## config.mk

```make
export PLATFORM = sky130hd
export DESIGN_NAME = wang_pack_addr
export DESIGN_NICKNAME = d
export VERILOG_FILES = /design/src/rtl/wtp_pkg.sv /design/src/rtl/wtp_pair_slot.sv /design/src/rtl/wtp_tile_offset.sv /design/src/rtl/wang_pack_addr.sv
export SDC_FILE = /design/constraint.sdc
export NUM_CORES = 1
export LEC_CHECK = 0
export CAP_MARGIN = 10
export CORE_UTILIZATION = 43
export CTS_BUF_LIST = sky130_fd_sc_hd__clkbuf_8 sky130_fd_sc_hd__clkbuf_16
export CTS_CLUSTER_DIAMETER = 60
export DETAILED_ROUTE_END_ITERATION = 6
export PLACE_DENSITY = 0.81
export SYNTH_ARGS = -nofsm -noshare
export SYNTH_HDL_FRONTEND = slang
export SYNTH_SLANG_ARGS = --single-unit
```

## constraint.sdc

```tcl
create_clock -name clk -period 2.1 [get_ports clk]
set_clock_uncertainty 0.2 [all_clocks]
set_input_delay 0.21 -clock clk [delete_from_list [all_inputs] [get_ports clk]]
set_output_delay 0.21 -clock clk [all_outputs]
set_load 0.05 [all_outputs]
```

## src/rtl/wtp_pkg.sv

```systemverilog
package wtp_pkg;

    // Bit width able to hold values 0..n-1, never below one bit.
    function automatic int width_for(input int n);
        int w;
        w = 1;
        while ((1 << w) < n) begin
            w = w + 1;
        end
        return w;
    endfunction

endpackage

```

## src/rtl/wtp_pair_slot.sv

```systemverilog
module wtp_pair_slot #(
    parameter int K = 4
) (
    input  logic [wtp_pkg::width_for(K)-1:0]   col_a,
    input  logic [wtp_pkg::width_for(K)-1:0]   col_b,
    output logic [wtp_pkg::width_for(K*K)-1:0] slot
);
    localparam int SLOT_W = wtp_pkg::width_for(K*K);

    int unsigned a_u;
    int unsigned b_u;
    int unsigned res;

    always_comb begin
        a_u = 32'(col_a);
        b_u = 32'(col_b);
        if (a_u < b_u) begin
            res = 2 * a_u + b_u * b_u;
        end else if (a_u == b_u) begin
            if (a_u == 0) begin
                res = 0;
            end else begin
                res = (a_u + 1) * (a_u + 1) - 2;
            end
        end else begin
            if (b_u == 0) begin
                res = (a_u + 1) * (a_u + 1) - 1;
            end else begin
                res = a_u * a_u + 2 * b_u - 1;
            end
        end
        slot = SLOT_W'(res);
    end

endmodule

```

## src/rtl/wtp_tile_offset.sv

```systemverilog
module wtp_tile_offset #(
    parameter int TILE   = 16,
    parameter int FRAC_W = 8
) (
    input  logic [FRAC_W-1:0]                  frac,
    output logic [wtp_pkg::width_for(TILE)-1:0] offset
);
    localparam int OFF_W  = wtp_pkg::width_for(TILE);
    localparam int PROD_W = FRAC_W + OFF_W + 1;

    logic [PROD_W-1:0] prod;

    always_comb begin
        prod   = PROD_W'(frac) * PROD_W'(TILE);
        offset = prod[FRAC_W +: OFF_W];
    end

endmodule

```

## src/rtl/wang_pack_addr.sv

```systemverilog
module wang_pack_addr #(
    parameter int KH     = 3,
    parameter int KV     = 4,
    parameter int TILE_W = 16,
    parameter int TILE_H = 8,
    parameter int FRAC_W = 8
) (
    input  logic                                         clk,
    input  logic                                         rst_n,
    input  logic                                         in_valid,
    input  logic [wtp_pkg::width_for(KH)-1:0]            edge_s,
    input  logic [wtp_pkg::width_for(KV)-1:0]            edge_e,
    input  logic [wtp_pkg::width_for(KH)-1:0]            edge_n,
    input  logic [wtp_pkg::width_for(KV)-1:0]            edge_w,
    input  logic [FRAC_W-1:0]                            frac_h,
    input  logic [FRAC_W-1:0]                            frac_v,
    output logic                                         out_valid,
    output logic [wtp_pkg::width_for(KV*KV*TILE_W)-1:0]  texel_h,
    output logic [wtp_pkg::width_for(KH*KH*TILE_H)-1:0]  texel_v
);
    localparam int COLS     = KV * KV;
    localparam int ROWS     = KH * KH;
    localparam int SLOT_H_W = wtp_pkg::width_for(COLS);
    localparam int SLOT_V_W = wtp_pkg::width_for(ROWS);
    localparam int OFF_H_W  = wtp_pkg::width_for(TILE_W);
    localparam int OFF_V_W  = wtp_pkg::width_for(TILE_H);
    localparam int ADDR_H_W = wtp_pkg::width_for(COLS * TILE_W);
    localparam int ADDR_V_W = wtp_pkg::width_for(ROWS * TILE_H);

    logic [SLOT_H_W-1:0] col_slot;
    logic [SLOT_V_W-1:0] row_slot;
    logic [OFF_H_W-1:0]  off_h;
    logic [OFF_V_W-1:0]  off_v;
    logic [ADDR_H_W-1:0] addr_h_nxt;
    logic [ADDR_V_W-1:0] addr_v_nxt;

    // Column from the west/east pair, row from the south/north pair.
    wtp_pair_slot #(.K(KV)) u_col_slot (
        .col_a (edge_w),
        .col_b (edge_e),
        .slot  (col_slot)
    );

    wtp_pair_slot #(.K(KH)) u_row_slot (
        .col_a (edge_s),
        .col_b (edge_n),
        .slot  (row_slot)
    );

    wtp_tile_offset #(.TILE(TILE_W), .FRAC_W(FRAC_W)) u_off_h (
        .frac   (frac_h),
        .offset (off_h)
    );

    wtp_tile_offset #(.TILE(TILE_H), .FRAC_W(FRAC_W)) u_off_v (
        .frac   (frac_v),
        .offset (off_v)
    );

    always_comb begin
        addr_h_nxt = ADDR_H_W'(col_slot) * ADDR_H_W'(TILE_W) + ADDR_H_W'(off_h);
        addr_v_nxt = ADDR_V_W'(row_slot) * ADDR_V_W'(TILE_H) + ADDR_V_W'(off_v);
    end

    always_ff @(posedge clk) begin
        if (!rst_n) begin
            out_valid <= 1'b0;
            texel_h   <= '0;
            texel_v   <= '0;
        end else begin
            out_valid <= in_valid;
            if (in_valid) begin
                texel_h <= addr_h_nxt;
                texel_v <= addr_v_nxt;
            end
        end
    end

    AST_COLOR_RANGE: assert property (@(posedge clk) disable iff (!rst_n)
        in_valid |-> (32'(edge_w) < KV && 32'(edge_e) < KV && 32'(edge_s) < KH && 32'(edge_n) < KH));
    AST_COL_SLOT_RANGE: assert property (@(posedge clk) disable iff (!rst_n)
        in_valid |-> 32'(col_slot) < COLS);
    AST_ROW_SLOT_RANGE: assert property (@(posedge clk) disable iff (!rst_n)
        in_valid |-> 32'(row_slot) < ROWS);
    AST_OFFSET_IN_TILE: assert property (@(posedge clk) disable iff (!rst_n)
        in_valid |-> (32'(off_h) < TILE_W && 32'(off_v) < TILE_H));
    AST_ADDR_BOUND: assert property (@(posedge clk) disable iff (!rst_n)
        out_valid |-> (32'(texel_h) < COLS * TILE_W && 32'(texel_v) < ROWS * TILE_H));
    AST_HOLD_IDLE: assert property (@(posedge clk) disable iff (!rst_n)
        !in_valid |=> (!out_valid && $stable(texel_h) && $stable(texel_v)));

endmodule

```

==> metrics.txt <==
worst slack, placed=-256 ps; GPL Wtd Cong=0.902; maxcap violations=0; Final period util=0.965; most common flop cell mapped by yosys=dfxtp_1; fin util=0.696; routed len/inst=between 10 and 15 µm; vias=1175; Setup Fix Bufs, Post-CTS=0; sum of negative setup slack=0 ps; Remaining DRCs=0; Mean Syn Cell Area=8.61 µm²; Antenna Nets Post-Route=0; Post-Route WL=3160 µm; GRT Overall Usage=0.237; Yosys top cell by area=dfxtp_1; initial antenna violation count=0; Setup Viol. Count Final=0; clock sinks=16; Gate Count Post-Synth=129; Synth top area share=0.288; die extent in x=52.8 µm; CTS tree=built; pwr/cell area=599 mW/mm²; sequential area share after synthesis=0.288; Syn Nets=168; status=completed; n_diodes=0; worst path cell trace=clkdlybuf4s50_1 > buf_4 > ha_1 > or2b_1 > o21ai_1 > mux2i_1 > a32o_1; CTS hold repair buffers=0; Initial Util=0.453; worst-case reg-to-reg path depth=1; Peak Freq=0.494 GHz; CP max stage cell=clkdlybuf4s50_1; DPL Wire Length=2480 µm; area delta synth->final=53.7%; die area=between 0.002 and 0.003 mm²; Synth area leaders=dfxtp_1, ha_1, mux2i_1, inv_1, nor2b_1; final-stage net count=~230; via density per instance=~5.4; RSZ-0062 raised after global routing=false; initial drt markers=19; largest net degree at the start of global routing=11; Tmin final=2030 ps; CP Launch Point=edge_w[1]; # IOs=43; clock buffer depth=2; Hold Path Sink=texel_v[4]; Post-synth EDFFs=0; Leak=just under 0.8 nW; fin. max-slew vios=0; Ys Warns=0; crit-path max FO=6; CP endpoint kind=flop; Worst Tran Pin Value=511 ps; H-tree levels=1; HP Start=edge_s[0]; Worst slew margin=0.658; worst-skew pair later-pin latency=about 250 ps; first-pass GRT wire length=4750 µm; reg2reg end=texel_v[6]; number of global-route vias before repair=~1200; Final WS setup=74.4 ps; synth unique cells=40; slowest stage delay, CP=~460 ps; WS Path Type=in2reg; PortBufs=33; Peak VDD IR=0.000664 V; TritonCTS Buffers=3; gr ovfl total=0; hold-critical path depth=4; root buffer cell=clkbuf_8; final hold vios=0; Yosys reg bits=16; share of layout cells above drive strength 1=0.188; Worst Hold Class=in2reg; core area=0.00245 mm²; CP startpoint kind=input port; crit path DAT=around 2000 ps; TritonRoute pass-1 iters=4; Clock transition at path regs=roughly 70 ps; count of cells resized by post-cts repair=0; die height=52.8 µm; Core Rows=18; Critical Path RT=~2000 ps; R2R Setup Slk=1170 ps; RR Startpoint=texel_v[6]; Synth Cell Area=0.00111 mm²; Final Total Pwr=1.02 mW; asr flop ratio synth=0
==> synthesized netlist by cell type (3+ instances only) <==
library cell / number
nand2_1: 7
a21oi_1: 4
nand2b_1: 3
inv_1: 15
nor2_1: 8
nor3_1: 3
dfxtp_1: 16
o21ai_0: 7
ha_1: 10
mux2i_1: 9
nor2b_1: 9
==> power breakdown <==
part	internal, mW	total, mW	switching, mW
registers	0.327	0.340	0.0129
clock network	0.167	0.281	0.115
logic	0.181	0.400	0.220
==> how the worst max path moves through the flow <==
stage          slack, ps          to  depth (start not counted)
4_1_cts                2  texel_v[6]                          9
5_1_grt              0.3  texel_h[6]                          7
3_5_place_dp        -260  texel_v[6]                          9
2_1_floorplan        320  texel_v[6]                          8
6_report              70  texel_h[7]                          7
3_3_place_gp        -150  texel_v[6]                          9
==> layout by cell type, fill, tap and decap left out, types with 3 or more instances in the layout <==
cell / instances
a21oi_1: 4
buf_4: 23
clkbuf_8: 4
clkdlybuf4s50_1: 31
dfxtp_1: 16
ha_1: 10
inv_1: 14
mux2i_1: 9
nand2_1: 6
nor2_1: 8
nor2b_1: 9
nor3_1: 3
o21ai_0: 7
==> registers in the layout, summed over array words and instances (netlist names) <==
signal     flops
texel_h        8
out_valid      1
texel_v        7
==> layer usage <==
| layer | vias up | routed length (µm) | GRT usage |
|---|---|---|---|
| met2 | 45 | 1710 | 0.460 |
| met1 | 551 | 1200 | 0.229 |
| met5 | - | 0 | 0 |
| met3 | 13 | 139 | 0.0580 |
| met4 | 0 | 106 | 0.110 |
| li1 | 566 | - | - |
==> worst max-delay path, delay by kind of cell <==
family / cells / cell delay [ps]
AOI/OAI and AO/OA: 2 / 400
muxes: 1 / 110
and+or+nand+nor: 1 / 290
adders and majority gates: 1 / 320
buffers and inverters: 2 / 640
==> through the flow <==
| step | instances | hold WS (ps) | cell area, µm² |
|---|---|---|---|
| final | 216 | 252 | 1710 |
| after global placement | 212 | 243 | 1640 |
| after CTS | 216 | 278 | 1690 |
| after detailed placement | 212 | 269 | 1640 |
| after floorplan | 129 | 148 | 1110 |
| after global routing | 216 | 268 | 1710 |
==> kinds of logic (layout without fill, tap and decap cells) <==
| family | Yosys count | after routing | synth area share |
|---|---|---|---|
| and+or+nand+nor | 41 | 41 | 0.211 |
| buffers and inverters | 18 | 75 | 0.0631 |
| muxes | 9 | 9 | 0.0811 |
| DFF | 16 | 16 | 0.288 |
| adders and majority gates | 12 | 12 | 0.149 |
| AOI/OAI and AO/OA | 31 | 31 | 0.193 |
| xor gates and xnor gates | 2 | 2 | 0.0158 |
==> area by class of cell <==
type / instances / area, µm²
clock buffer: 4 / 55.1
fill: 194 / 747
multi-input combinational: 95 / 731
inverter: 15 / 56.3
sequential: 16 / 320
timing repair buffer: 56 / 508
tap: 30 / 37.5
(Power assumes the default switching activity.)
